$ cat config.mk
export PLATFORM = sky130hd
export DESIGN_NAME = sdram_burst_rd
export DESIGN_NICKNAME = d
export VERILOG_FILES = /design/src/rtl/sdram_rd_pkg.sv /design/src/rtl/sdram_rd_seq.sv /design/src/rtl/sdram_rd_pins.sv /design/src/rtl/sdram_rd_capture.sv /design/src/rtl/sdram_burst_rd.sv
export SDC_FILE = /design/constraint.sdc
export NUM_CORES = 1
export LEC_CHECK = 0
export BUFFER_PORTS_ARGS = -buffer_cell sky130_fd_sc_hd__buf_4
export CAP_MARGIN = 20
export CORE_MARGIN = 10
export CORE_UTILIZATION = 42
export DETAILED_ROUTE_END_ITERATION = 12
export HOLD_SLACK_MARGIN = 0.02
export PLACE_DENSITY = 0.7
export SLEW_MARGIN = 25
export SYNTH_ARGS = -nofsm -noshare
export SYNTH_HDL_FRONTEND = slang
export SYNTH_SLANG_ARGS = --single-unit
$ cat constraint.sdc
create_clock -name clk -period 4.2 [get_ports clk]
set_input_delay 0.84 -clock clk [delete_from_list [all_inputs] [get_ports clk]]
set_output_delay 0.84 -clock clk [all_outputs]
set_load 0.01 [all_outputs]
$ cat src/rtl/sdram_rd_pkg.sv
package sdram_rd_pkg;

  typedef enum logic [2:0] {
    ST_IDLE  = 3'd0,
    ST_ACT   = 3'd1,
    ST_RCD   = 3'd2,
    ST_READ  = 3'd3,
    ST_DRAIN = 3'd4,
    ST_PREC  = 3'd5
  } seq_state_e;

  typedef enum logic [1:0] {
    CMD_DESEL = 2'd0,
    CMD_NOP   = 2'd1,
    CMD_ACT   = 2'd2,
    CMD_READ  = 2'd3
  } sd_cmd_e;

  localparam int BURST_LEN = 4;

  // latency code to cycle count; code 0 is taken as one cycle
  function automatic logic [1:0] lat_of_code(input logic [1:0] code);
    return (code == 2'd0) ? 2'd1 : code;
  endfunction

endpackage

$ cat src/rtl/sdram_rd_seq.sv
module sdram_rd_seq
  import sdram_rd_pkg::*;
#(
  parameter int ROW_W = 13,
  parameter int COL_W = 9
) (
  input  logic             clk,
  input  logic             rst_n,
  input  logic             req,
  input  logic             req_area,
  input  logic [ROW_W-1:0] req_row,
  input  logic [COL_W-1:0] req_col,
  input  logic [1:0]       rcd_code,
  input  logic [1:0]       cl_area0,
  input  logic [1:0]       cl_area1,
  output seq_state_e       state,
  output logic [1:0]       beat,
  output logic             area,
  output logic [ROW_W-1:0] row,
  output logic [COL_W-1:0] col,
  output logic [1:0]       lat,
  output logic             accept
);

  seq_state_e       state_q, state_d;
  logic [1:0]       cnt_q, cnt_d;
  logic [1:0]       beat_q, beat_d;
  logic [1:0]       rcd_q;
  logic [1:0]       lat_q;
  logic             area_q;
  logic [ROW_W-1:0] row_q;
  logic [COL_W-1:0] col_q;
  logic             cfg_en;

  assign cfg_en = (state_q == ST_IDLE) && req;
  assign accept = cfg_en;

  // next-state process
  always_comb begin
    state_d = state_q;
    cnt_d   = cnt_q;
    beat_d  = beat_q;
    unique case (state_q)
      ST_IDLE: begin
        if (req) state_d = ST_ACT;
      end
      ST_ACT: begin
        beat_d = 2'd0;
        if (rcd_q == 2'd0) begin
          state_d = ST_READ;
        end else begin
          state_d = ST_RCD;
          cnt_d   = rcd_q - 2'd1;
        end
      end
      ST_RCD: begin
        if (cnt_q == 2'd0) state_d = ST_READ;
        else               cnt_d   = cnt_q - 2'd1;
      end
      ST_READ: begin
        if (beat_q == 2'(BURST_LEN - 1)) begin
          state_d = ST_DRAIN;
          cnt_d   = lat_q - 2'd1;
        end else begin
          beat_d = beat_q + 2'd1;
        end
      end
      ST_DRAIN: begin
        if (cnt_q == 2'd0) state_d = ST_PREC;
        else               cnt_d   = cnt_q - 2'd1;
      end
      ST_PREC: state_d = ST_IDLE;
      default: state_d = ST_IDLE;
    endcase
  end

  // control registers
  always_ff @(posedge clk or negedge rst_n) begin
    if (!rst_n) begin
      state_q <= ST_IDLE;
      cnt_q   <= 2'd0;
      beat_q  <= 2'd0;
    end else begin
      state_q <= state_d;
      cnt_q   <= cnt_d;
      beat_q  <= beat_d;
    end
  end

  // request registers, enabled on acceptance
  always_ff @(posedge clk or negedge rst_n) begin
    if (!rst_n) begin
      rcd_q  <= 2'd0;
      lat_q  <= 2'd1;
      area_q <= 1'b0;
      row_q  <= '0;
      col_q  <= '0;
    end else if (cfg_en) begin
      rcd_q  <= rcd_code;
      lat_q  <= lat_of_code(req_area ? cl_area1 : cl_area0);
      area_q <= req_area;
      row_q  <= req_row;
      col_q  <= req_col;
    end
  end

  assign state = state_q;
  assign beat  = beat_q;
  assign area  = area_q;
  assign row   = row_q;
  assign col   = col_q;
  assign lat   = lat_q;


  act_from_idle_chk: assert property (@(posedge clk) disable iff (!rst_n)
    (state_q == ST_ACT) |-> ($past(state_q) == ST_IDLE));


  first_read_after_gap_chk: assert property (@(posedge clk) disable iff (!rst_n)
    (state_q == ST_READ && beat_q == 2'd0) |->
      ($past(state_q) == ST_ACT || $past(state_q) == ST_RCD));


  prec_after_drain_chk: assert property (@(posedge clk) disable iff (!rst_n)
    (state_q == ST_PREC) |-> ($past(state_q) == ST_DRAIN));

endmodule

$ cat src/rtl/sdram_rd_pins.sv
module sdram_rd_pins
  import sdram_rd_pkg::*;
#(
  parameter int ROW_W  = 13,
  parameter int COL_W  = 9,
  parameter int ADDR_W = 13,
  parameter int AP_BIT = 10,
  parameter int N_AREA = 2,
  parameter int DQM_W  = 4
) (
  input  seq_state_e        state,
  input  logic [1:0]        beat,
  input  logic              area,
  input  logic [ROW_W-1:0]  row,
  input  logic [COL_W-1:0]  col,
  output logic [N_AREA-1:0] cs_n,
  output logic              ras_n,
  output logic              cas_n,
  output logic              we_n,
  output logic [DQM_W-1:0]  dqm,
  output logic [ADDR_W-1:0] addr,
  output logic              bs_n
);

  localparam logic [1:0] LAST_BEAT = 2'(BURST_LEN - 1);

  sd_cmd_e          cmd;
  logic             active;
  logic [COL_W-1:0] beat_col;

  assign active = (state != ST_IDLE);

  always_comb begin
    unique case (state)
      ST_IDLE: cmd = CMD_DESEL;
      ST_ACT:  cmd = CMD_ACT;
      ST_READ: cmd = CMD_READ;
      default: cmd = CMD_NOP;
    endcase
  end

  generate
    for (genvar g = 0; g < N_AREA; g++) begin : g_cs
      assign cs_n[g] = !(active && (int'(area) == g));
    end
  endgenerate

  always_comb begin
    ras_n = 1'b1;
    cas_n = 1'b1;
    we_n  = 1'b1;
    unique case (cmd)
      CMD_ACT:  ras_n = 1'b0;
      CMD_READ: cas_n = 1'b0;
      default: ;
    endcase
  end

  // wrapped burst column: low two bits step with the beat
  assign beat_col = {col[COL_W-1:2], 2'(col[1:0] + beat)};

  always_comb begin
    addr = '0;
    if (cmd == CMD_ACT) begin
      addr[ROW_W-1:0] = row;
    end else if (cmd == CMD_READ) begin
      addr[COL_W-1:0] = beat_col;
      addr[AP_BIT]    = (beat == LAST_BEAT);
    end
  end

  assign dqm  = active ? '0 : '1;
  assign bs_n = (cmd != CMD_READ);

endmodule

$ cat src/rtl/sdram_rd_capture.sv
module sdram_rd_capture #(
  parameter int DATA_W  = 32,
  parameter int MAX_LAT = 3
) (
  input  logic              clk,
  input  logic              rst_n,
  input  logic              start,
  input  logic              issue,
  input  logic [1:0]        lat,
  input  logic [DATA_W-1:0] dq,
  output logic              beat_valid,
  output logic [1:0]        beat_idx,
  output logic [DATA_W-1:0] beat_data,
  output logic              done
);

  logic [MAX_LAT-1:0] pipe_q;
  logic [1:0]         lat_idx;
  logic               grab;
  logic [1:0]         cnt_q;
  logic               valid_q, done_q;
  logic [1:0]         idx_q;
  logic [DATA_W-1:0]  data_q;

  // pipe_q[i] is set i+1 cycles after a read command
  always_ff @(posedge clk or negedge rst_n) begin
    if (!rst_n) pipe_q <= '0;
    else        pipe_q <= {pipe_q[MAX_LAT-2:0], issue};
  end

  assign lat_idx = lat - 2'd1;
  assign grab    = pipe_q[lat_idx];

  always_ff @(posedge clk or negedge rst_n) begin
    if (!rst_n)     cnt_q <= 2'd0;
    else if (start) cnt_q <= 2'd0;
    else if (grab)  cnt_q <= cnt_q + 2'd1;
  end

  always_ff @(posedge clk or negedge rst_n) begin
    if (!rst_n) begin
      valid_q <= 1'b0;
      done_q  <= 1'b0;
    end else begin
      valid_q <= grab;
      done_q  <= grab && (cnt_q == 2'd3);
    end
  end

  always_ff @(posedge clk or negedge rst_n) begin
    if (!rst_n) begin
      idx_q  <= 2'd0;
      data_q <= '0;
    end else if (grab) begin
      idx_q  <= cnt_q;
      data_q <= dq;
    end
  end

  assign beat_valid = valid_q;
  assign beat_idx   = idx_q;
  assign beat_data  = data_q;
  assign done       = done_q;


  done_single_chk: assert property (@(posedge clk) disable iff (!rst_n)
    done_q |=> !done_q);

endmodule

$ cat src/rtl/sdram_burst_rd.sv
module sdram_burst_rd
  import sdram_rd_pkg::*;
#(
  parameter int ROW_W   = 13,
  parameter int COL_W   = 9,
  parameter int ADDR_W  = 13,
  parameter int AP_BIT  = 10,
  parameter int DATA_W  = 32,
  parameter int N_AREA  = 2,
  parameter int MAX_LAT = 3
) (
  input  logic              clk,
  input  logic              rst_n,
  input  logic              req,
  input  logic              req_area,
  input  logic [ROW_W-1:0]  req_row,
  input  logic [COL_W-1:0]  req_col,
  input  logic [1:0]        rcd_code,
  input  logic [1:0]        cl_area0,
  input  logic [1:0]        cl_area1,
  output logic              ready,
  output logic [N_AREA-1:0] sd_cs_n,
  output logic              sd_ras_n,
  output logic              sd_cas_n,
  output logic              sd_we_n,
  output logic [DATA_W/8-1:0] sd_dqm,
  output logic [ADDR_W-1:0] sd_addr,
  output logic              sd_bs_n,
  input  logic [DATA_W-1:0] sd_dq_in,
  output logic              beat_valid,
  output logic [1:0]        beat_idx,
  output logic [DATA_W-1:0] beat_data,
  output logic              done
);

  localparam int DQM_W = DATA_W / 8;

  // asynchronous assert, synchronous release
  logic rst_meta_q, rst_sync_n;
  always_ff @(posedge clk or negedge rst_n) begin
    if (!rst_n) begin
      rst_meta_q <= 1'b0;
      rst_sync_n <= 1'b0;
    end else begin
      rst_meta_q <= 1'b1;
      rst_sync_n <= rst_meta_q;
    end
  end

  seq_state_e       st;
  logic [1:0]       beat;
  logic             area;
  logic [ROW_W-1:0] row;
  logic [COL_W-1:0] col;
  logic [1:0]       lat;
  logic             accept;

  sdram_rd_seq #(.ROW_W(ROW_W), .COL_W(COL_W)) u_seq (
    .clk      (clk),
    .rst_n    (rst_sync_n),
    .req      (req),
    .req_area (req_area),
    .req_row  (req_row),
    .req_col  (req_col),
    .rcd_code (rcd_code),
    .cl_area0 (cl_area0),
    .cl_area1 (cl_area1),
    .state    (st),
    .beat     (beat),
    .area     (area),
    .row      (row),
    .col      (col),
    .lat      (lat),
    .accept   (accept)
  );

  sdram_rd_pins #(
    .ROW_W(ROW_W), .COL_W(COL_W), .ADDR_W(ADDR_W),
    .AP_BIT(AP_BIT), .N_AREA(N_AREA), .DQM_W(DQM_W)
  ) u_pins (
    .state (st),
    .beat  (beat),
    .area  (area),
    .row   (row),
    .col   (col),
    .cs_n  (sd_cs_n),
    .ras_n (sd_ras_n),
    .cas_n (sd_cas_n),
    .we_n  (sd_we_n),
    .dqm   (sd_dqm),
    .addr  (sd_addr),
    .bs_n  (sd_bs_n)
  );

  sdram_rd_capture #(.DATA_W(DATA_W), .MAX_LAT(MAX_LAT)) u_cap (
    .clk        (clk),
    .rst_n      (rst_sync_n),
    .start      (accept),
    .issue      (st == ST_READ),
    .lat        (lat),
    .dq         (sd_dq_in),
    .beat_valid (beat_valid),
    .beat_idx   (beat_idx),
    .beat_data  (beat_data),
    .done       (done)
  );

  assign ready = (st == ST_IDLE);


  done_in_prec_chk: assert property (@(posedge clk) disable iff (!rst_sync_n)
    done |-> (st == ST_PREC));


  capture_window_chk: assert property (@(posedge clk) disable iff (!rst_sync_n)
    beat_valid |-> ($past(st) == ST_READ || $past(st) == ST_DRAIN));

endmodule

After elaboration in Yosys (flattened, before gate mapping)

Cells that the tools add are included.
Widths: inputs -> output; s select.

Register bits after elaboration: 77
Input bits: 64
Output and inout port bits: 60

Add/subtract/negate cells: 6
Order comparisons: 1
Eq/ne operators: 16
Muxes and demuxes: 28
Bitwise gates (word level): 1
Reductions and logical operators: 18

Operators by type and width:

| cell                | number |
|---|---|
| $mux 2              | 9 |
| $mux 9              | 2 |
| $pmux 3 s5          | 1 |
| $mux 3              | 4 |
| $ne 2x2->1 const B  | 6 |
| $pmux 2 s3          | 2 |
| $eq 2x2->1 const B  | 4 |
| $reduce_and 4->1    | 2 |
| $mux 1              | 7 |
| $eq 3x2->1 const B  | 2 |
| $logic_not 2->1     | 3 |
| $reduce_bool 3->1   | 2 |
| $sub 2x1->2 const B | 3 |
| $add 2x1->2 const B | 2 |
| $logic_and 1x1->1   | 4 |
| $mux 4              | 1 |
| $ne 2x1->1 const B  | 2 |
| $pmux 2 s2          | 1 |
| $reduce_bool 2->1   | 2 |
| $eq 3x1->1 const B  | 1 |
| $eq 3x3->1 const B  | 1 |
| $logic_not 3->1     | 1 |
| $lt 2x3->1 const B  | 1 |
| $add 2x2->2         | 1 |
| other kinds (5)     | 6 |

Depth between registers and ports, before layout

Gate-level depths: netlist of run 1.

Word-level depth: 5
Gate-level depth with buffers: 7

Hierarchy

From an unflattened synthesis of run 1, not the netlist that was laid out.

Cells, all modules: 249
Area total of the unflattened synthesis: 3572.2 µm²

By module, submodules not included:

| module           | instances | cells an instance | area each (µm²) |
|---|---|---|---|
| sdram_rd_capture | 1         | 93                | 1711.6 |
| sdram_rd_seq     | 1         | 121               | 1536.5 |
| sdram_rd_pins    | 1         | 30                | 256.5 |
| sdram_burst_rd   | 1         | 5                 | 67.6 |

Least setup slack after synthesis of run 1

Ideal clock, no wire load.

Kind: register to output
Start point: register u_seq.state_q[2] (netlist: u_seq.state[2])
End point: output port sd_cs_n[0]
Arrival: 1437 ps
Required time: 3360 ps
Path slack: 1923 ps
Stages on the path, launching flop included: 4
Buffers on the path: 1
Cell sequence: dfrtp_1 buf_2 nor3_1 or2_2

Cells in the longest elaborated chain, start to end: 3

Ends and longest elaborated chain:

| item                   | RTL line             | source |
|---|---|---|
| start, declared        | sdram_rd_seq.sv:25   | `seq_state_e state_q, state_d;` |
| start signal, assigned | sdram_rd_seq.sv:84   | `state_q <= state_d;` |
| $reduce_bool 3->1      | sdram_rd_pins.sv:31  | `assign active = (state != ST_IDLE);` |
| $logic_and 1x1->1      | sdram_rd_pins.sv:44  | `assign cs_n[g] = !(active && (int'(area) == g));` |
| $logic_not 1->1        | sdram_rd_pins.sv:44  |  |
| end, declared          | sdram_burst_rd.sv:22 | `output logic [N_AREA-1:0] sd_cs_n,` |

No other way between the ends.

Final worst setup path of run 1

Start point: register u_seq.state_q[2] (netlist: u_seq.state[2])
End point: output port sd_addr[4]

Cells in the longest elaborated chain, start to end: 5

Ends and longest elaborated chain:

| item                               | RTL line             | source |
|---|---|---|
| $eq 3x2->1 (tied with other cells) | sdram_rd_pins.sv:34  | `unique case (state)` |
| $pmux 2 s3 *                       | sdram_rd_pins.sv:34  |  |
| $eq 2x2->1                         | sdram_rd_pins.sv:66  | `end else if (cmd == CMD_READ) begin` |
| $mux 9                             | sdram_rd_pins.sv:66  |  |
| $mux 9 *                           | sdram_rd_pins.sv:64  | `if (cmd == CMD_ACT) begin` |
| end, declared                      | sdram_burst_rd.sv:27 | `output logic [ADDR_W-1:0] sd_addr,` |

Mark *: on every way between the ends. The rest lies on a longest branch, timed or not.

==> impl_metrics.env, run 1 <==
export IMPL_status="finished clean"
export IMPL_holdBufCountCts=0
export IMPL_clock_power_share_pct=13.4
export IMPL_drtPass1Iterations=4
export IMPL_synth_commonest_cells="76 x dfrtp_1, 51 x mux2_2, 13 x nand2_1"
export IMPL_period_minus_slack_ps=3079
export IMPL_ys_async_sr_fraction_pct=100.0
export IMPL_clkSlewWorstSetupHoldPaths_ps=80
export IMPL_peakVddDrop_v=0.0003314
export IMPL_dieHeight_um=109.0
export IMPL_slew_headroom_pct=37.31
export IMPL_nets=433
export IMPL_slowest_stage="nor2_1"
export IMPL_synth_main_ff_cell="dfrtp_1"
export IMPL_first_iter_violations=52
export IMPL_start_util_pct=43.04
export IMPL_power_frac_seq_pct=39.0
export IMPL_tritoncts="done"
export IMPL_max_freq_mhz=324.8
export IMPL_postRouteAntennaNets=0
export IMPL_cts_sinks=77
export IMPL_yosys_area_top_type="dfrtp_1"
export IMPL_power_switching_mw=1.248
export IMPL_worstSkewPairLatency_ps=340
export IMPL_n_antenna_cell=0
export IMPL_yosysMostFrequentCell="dfrtp_1"
export IMPL_area_growth_syn_to_layout_pct=33.63
export IMPL_core_area_mm2=0.007727
export IMPL_fin_ws_ps=1121
export IMPL_ys_seq_area_share_pct=57.98
export IMPL_finalCritPeriodShare_pct=73.31
export IMPL_route_vias_total=2318
export IMPL_post_drt_wl_per_cell_um=16.61
export IMPL_setup_viol=0
export IMPL_hpwl_um=6052
export IMPL_avgSynthCellArea_um2=13.36
export IMPL_p_int_mw=2.293
export IMPL_cts_path_max_buffers=2
export IMPL_worstPathCellList="nand2b_1 > nor2_1 > a22o_1 > buf_4"
export IMPL_skew_ps=12.68
export IMPL_ff2ff_setup_slack_ps=2040
export IMPL_synth_edf_count=0
export IMPL_synth_area_mm2=0.003326
export IMPL_dp_worst_setup_slack_ps=1470
export IMPL_htreeDepth=3
export IMPL_finalMaxSlewViolations=0
export IMPL_worstPathArrival_ps=2240
export IMPL_ys_warn_count=0
export IMPL_dieArea_mm2=0.01188
export IMPL_cpPeakStageDelay_ps=720
export IMPL_tns_ps=0
export IMPL_cts_resized=0
export IMPL_worstPathRequired_ps=3360
export IMPL_grt_total_usage_pct=13.04
export IMPL_whs_ps=266.7
export IMPL_max_cap_violations=0
export IMPL_layout_drive_gt1_share_pct=52.97
export IMPL_io_pins=124
export IMPL_grt_pass1_vias=2393
export IMPL_antenna_found_initial=0
export IMPL_num_fill_cells=663
export IMPL_start_kind="flop"
export IMPL_hold_viol=0
export IMPL_criticalPathCategory="reg -> out"
export IMPL_vias_per_cell=4.911
export IMPL_synth_top_cell_area_share_pct=57.19
export IMPL_ys_ff_latch=77
export IMPL_p_per_area_mw_per_mm2=796.8
export IMPL_die_width_um=109.0
export IMPL_grt_pass1_wl_um=12140
export IMPL_grt_overflow_total=0
export IMPL_netlist_instances=249
export IMPL_power_leakage_nw=2.097
export IMPL_synth_cell_types=38
export IMPL_critPathCaptureType="primary output"
export IMPL_rsz0062_at_grt="no"
export IMPL_netlist_top_cells_area="dfrtp_1 57%, mux2_2 17%, mux2_1 3.0%"
export IMPL_cts_buffers=9
export IMPL_port_buffers=122
export IMPL_critPathMaxFanout=15
export IMPL_clock_root_buffer="clkbuf_8"
export IMPL_p_sw_share_pct=35.25
export IMPL_grt_max_degree=46
export IMPL_worstMarginPinSlew_ps=936.9
export IMPL_routed_wl_um=7840
export IMPL_combPwrFrac_pct=47.6
export IMPL_hold_class="in -> async"
export IMPL_row_count=32
export IMPL_post_cts_setup_buffers=0
export IMPL_drc=0
export IMPL_gp_congestion=0.8410
-- metal layers --
metal / part of all wire (%) / track usage [%] / up-vias / wire length (µm)
li1: - / - / 1095 / -
met1: 37 / 14.22 / 1149 / 2907
met2: 55 / 22.92 / 63 / 4286
met3: 6.9 / 4.189 / 11 / 540
met4: 1.3 / 5.273 / 0 / 105
met5: 0 / 0 / - / 0
-- worst max-delay path: cells and delay by family (launching register included) --
kind | cells | cell delay, ps
AOI/OAI and AO/OA | 1 | 250
and+or+nand+nor | 2 | 960
DFF | 1 | 560
buffers and inverters | 1 | 130
-- through the flow --
| stage | utilization, % | cells | power (mW) | instance area, µm² |
|---|---|---|---|---|
| global placement | 55.39 | 457 | 3.075 | 4280 |
| global route | 57.51 | 472 | 3.811 | 4444 |
| finish | 57.51 | 472 | 3.541 | 4444 |
| floorplan | - | 250 | 2.446 | 3329 |
| CTS | 57.51 | 472 | 3.610 | 4444 |
| detailed placement | 55.39 | 457 | 3.126 | 4280 |
-- cell usage in the layout (no fill, tap or decap), types with 2 or more instances in the layout --
cell	Yosys	routed
clkinv_4	0	2
nor3_1	2	2
inv_1	4	4
xnor2_1	5	5
o31ai_1	2	2
nand2_1	13	13
nor2b_1	2	2
conb_1	1	2
mux2_2	51	51
mux2_1	9	9
a21oi_1	4	4
ha_1	3	3
and2_1	4	4
buf_4	7	125
a32oi_1	2	2
nand2b_1	4	4
mux2i_1	5	4
clkbuf_8	0	9
dfrtp_1	76	75
nor2_1	12	12
a22o_1	8	8
o21ai_0	5	5
clkinv_2	0	2
a211oi_1	2	2
nand3_1	2	2
-- flip-flops by register name, indices dropped and copies added, names as in the netlist, 2 cells and up --
| register | flops |
|---|---|
| u_seq.state | 3 |
| u_seq.rcd_q | 2 |
| u_cap.pipe_q | 3 |
| u_seq.beat | 2 |
| u_seq.lat | 2 |
| u_cap.cnt_q | 2 |
| u_seq.row | 13 |
| u_cap.beat_data | 32 |
| u_cap.beat_idx | 2 |
| u_seq.col | 9 |
| u_seq.cnt_q | 2 |
-- path summary, 6_finish.rpt --
| path | cells past startpoint | end | startpoint |
|---|---|---|---|
| max in group asynchronous | 1 | u_seq.state[1] | rst_sync_n |
| min in group clk | 0 | rst_sync_n | rst_meta_q |
| min | 1 | rst_sync_n | rst_n |
| min reg2reg | 0 | u_cap.beat_data[14] | rst_sync_n |
| max | 4 | sd_addr[4] | u_seq.state[2] |
| max reg2reg | 3 | u_cap.beat_data[7] | u_seq.lat[0] |
-- power groups by stage --
stage	combinational (mW)	clock, mW	sequential (mW)
after floorplan	1.05	0	1.40
after global placement	1.69	0	1.38
after detailed placement	1.73	0	1.40
after CTS	1.73	0.494	1.39
after global routing	1.85	0.527	1.44
final	1.68	0.476	1.38
-- kinds of logic after synthesis --
group / count (synthesis) / synth area share [%]
AOI/OAI and AO/OA: 27 / 5.907
xor gates and xnor gates: 6 / 1.580
adders and majority gates: 3 / 1.129
buffers and inverters: 25 / 4.439
DFF: 77 / 57.98
muxes: 65 / 21.82
other: 1 / 0.1128
and+or+nand+nor: 45 / 7.036
-- final cells by class --
class / count / area (µm²) / share of cell area, %
Clock inverter: 5 / 36.28 / 0.8164
Sequential cell: 77 / 1929 / 43.41
Inverter: 5 / 18.77 / 0.4223
Tap cell: 102 / 127.6 / 2.872
Multi-Input combinational cell: 148 / 1266 / 28.49
Timing Repair Buffer: 125 / 938.4 / 21.11
Clock buffer: 10 / 127.6 / 2.872
Note: power is estimated with default switching activity, not from simulation.
==> run 2: changes to the inputs <==
==> constraint.sdc (replaced) <==
create_clock -name clk -period 3.15 [get_ports clk]
set_input_delay 0.63 -clock clk [delete_from_list [all_inputs] [get_ports clk]]
set_output_delay 0.63 -clock clk [all_outputs]
set_load 0.01 [all_outputs]
==> impl_metrics.env, run 2 (synthesis results as in run 1) <==
export IMPL_status="finished clean"
export IMPL_worstPathArrival_ps=1970
export IMPL_gp_congestion=0.8565
export IMPL_layout_common_cells="125 x buf_4, 75 x dfrtp_1, 51 x mux2_2, 13 x nand2_1, 12 x nor2_1"
export IMPL_dieArea_mm2=0.01188
export IMPL_clkSlewWorstSetupHoldPaths_ps=80
export IMPL_p_int_mw=3.186
export IMPL_layout_commonest_cell="buf_4"
export IMPL_grt_total_usage_pct=13.37
export IMPL_grt_overflow_total=0
export IMPL_hold_viol=0
export IMPL_cts_buffers=9
export IMPL_worstSkewPairLatency_ps=340
export IMPL_postRouteAntennaNets=0
export IMPL_start_util_pct=43.04
export IMPL_post_drt_wl_per_cell_um=16.68
export IMPL_drc=0
export IMPL_routed_wl_um=7892
export IMPL_p_sw_share_pct=34.37
export IMPL_antenna_found_initial=0
export IMPL_worstPathRequired_ps=2520
export IMPL_setup_viol=0
export IMPL_max_freq_mhz=384.2
export IMPL_power_switching_mw=1.669
export IMPL_drtPass1Iterations=4
export IMPL_finalMaxSlewViolations=0
export IMPL_dieHeight_um=109.0
export IMPL_peakVddDrop_v=0.0005792
export IMPL_core_area_mm2=0.007727
export IMPL_skew_ps=10.51
export IMPL_start_kind="flop"
export IMPL_utilization_pct=58.26
export IMPL_post_cts_setup_buffers=0
export IMPL_route_vias_total=2274
export IMPL_holdBufCountCts=0
export IMPL_tritoncts="done"
export IMPL_tns_ps=0
export IMPL_slew_headroom_pct=37.93
export IMPL_htreeDepth=3
export IMPL_worstPathCellList="and3b_1 > inv_2 > o21ai_0 > buf_4"
export IMPL_hpwl_um=5954
export IMPL_max_cap_violations=0
export IMPL_die_width_um=109.0
export IMPL_cts_sinks=77
export IMPL_clock_root_buffer="clkbuf_8"
export IMPL_p_per_area_mw_per_mm2=1078
export IMPL_port_buffers=122
export IMPL_largest_reg_flops=32
export IMPL_power_frac_seq_pct=37.9
export IMPL_io_pins=124
export IMPL_worstMarginPinSlew_ps=931.0
export IMPL_grt_max_degree=43
export IMPL_stdcell_count=473
export IMPL_row_count=32
export IMPL_rr_worst_depth=3
export IMPL_combPwrFrac_pct=46.5
export IMPL_finalCritPeriodShare_pct=82.64
export IMPL_layout_drive_gt1_share_pct=53.10
export IMPL_slowest_stage="dfrtp_1"
export IMPL_cts_path_max_buffers=2
export IMPL_numPlacedInstances=458
export IMPL_criticalPathCategory="reg -> out"
export IMPL_cts_resized=0
export IMPL_nets=434
export IMPL_grt_pass1_vias=2418
export IMPL_clock_power_share_pct=15.6
export IMPL_rsz0062_at_grt="no"
export IMPL_critPathMaxFanout=17
export IMPL_cpPeakStageDelay_ps=680
export IMPL_area_growth_syn_to_layout_pct=35.36
export IMPL_grt_pass1_wl_um=12470
export IMPL_power_leakage_nw=2.119
export IMPL_vias_per_cell=4.808
export IMPL_n_antenna_cell=0
export IMPL_hold_class="in -> async"
export IMPL_first_iter_violations=89
export IMPL_period_minus_slack_ps=2603
export IMPL_critPathCaptureType="primary output"
[run 2: cell count changes in the layout (fill, tap and decap cells not counted), sizes merged]
cell | before | now
buf | 125 | 126
bufinv | 0 | 1
inv | 6 | 5
clkinv | 4 | 1
clkbuf | 10 | 12
clkinvlp | 0 | 1
[run 2: area by class of cell]
| type | instances | area, µm² |
|---|---|---|
| fillers | 650 | 3226 |
| clock buffers | 12 | 155.1 |
| inverters | 5 | 18.77 |
| well taps | 102 | 127.6 |
| multi-input cells | 148 | 1266 |
| repair buffers | 126 | 958.4 |
| flip-flops and latches | 77 | 1929 |
| clock inverters | 3 | 46.29 |
[run 2: critical path, delay by kind of cell, from the launching register on]
| kind | cells | cell delay [ps] |
|---|---|---|
| DFF | 1 | 680 |
| AOI/OAI and AO/OA | 1 | 180 |
| and+or+nand+nor | 1 | 510 |
| buffers and inverters | 2 | 270 |
[run 2: path summary, 6_finish.rpt]
| check | end | slack, ps | start |
|---|---|---|---|
| hold reg to reg | rst_sync_n | 350 | rst_meta_q |
| setup / recovery | sd_addr[1] | 550 | u_seq.state[1] |
| setup reg to reg | u_seq.row[8] | 1220 | u_seq.state[2] |
| max in group asynchronous | u_seq.rcd_q[0] | 2050 | rst_sync_n |
| hold / removal | rst_meta_q | 60 | rst_n |
| min in group clk | rst_sync_n | 350 | rst_meta_q |
[run 2: power groups by stage]
stage	registers (mW)	logic, mW	clock network (mW)
5_1_grt	1.92	2.47	0.822
4_1_cts	1.85	2.32	0.782
3_5_place_dp	1.86	2.31	0
2_1_floorplan	1.87	1.40	0
3_3_place_gp	1.84	2.26	0
6_report	1.84	2.26	0.757
[run 2: routing by layer]
metal	part of all wire [%]	vias up	track usage [%]	wire length, µm
met1	38	1115	14.93	3023
met2	54	62	23.26	4268
met4	1.2	0	5.367	98
li1	-	1091	-	-
met3	6.4	6	4.071	502
met5	0	-	0	0
[run 2: metrics by stage]
step           instance area (µm²)  setup slack (ps)  total power [mW]  hold slack (ps)
5_1_grt                       4502             325.3             5.213            33.18
2_1_floorplan                 3329             848.5             3.261            331.2
3_3_place_gp                  4300             940.5             4.101            336.6
6_report                      4502             546.9             4.855            57.18
3_5_place_dp                  4300             872.1             4.172            336.9
4_1_cts                       4502             509.3             4.946            38.14
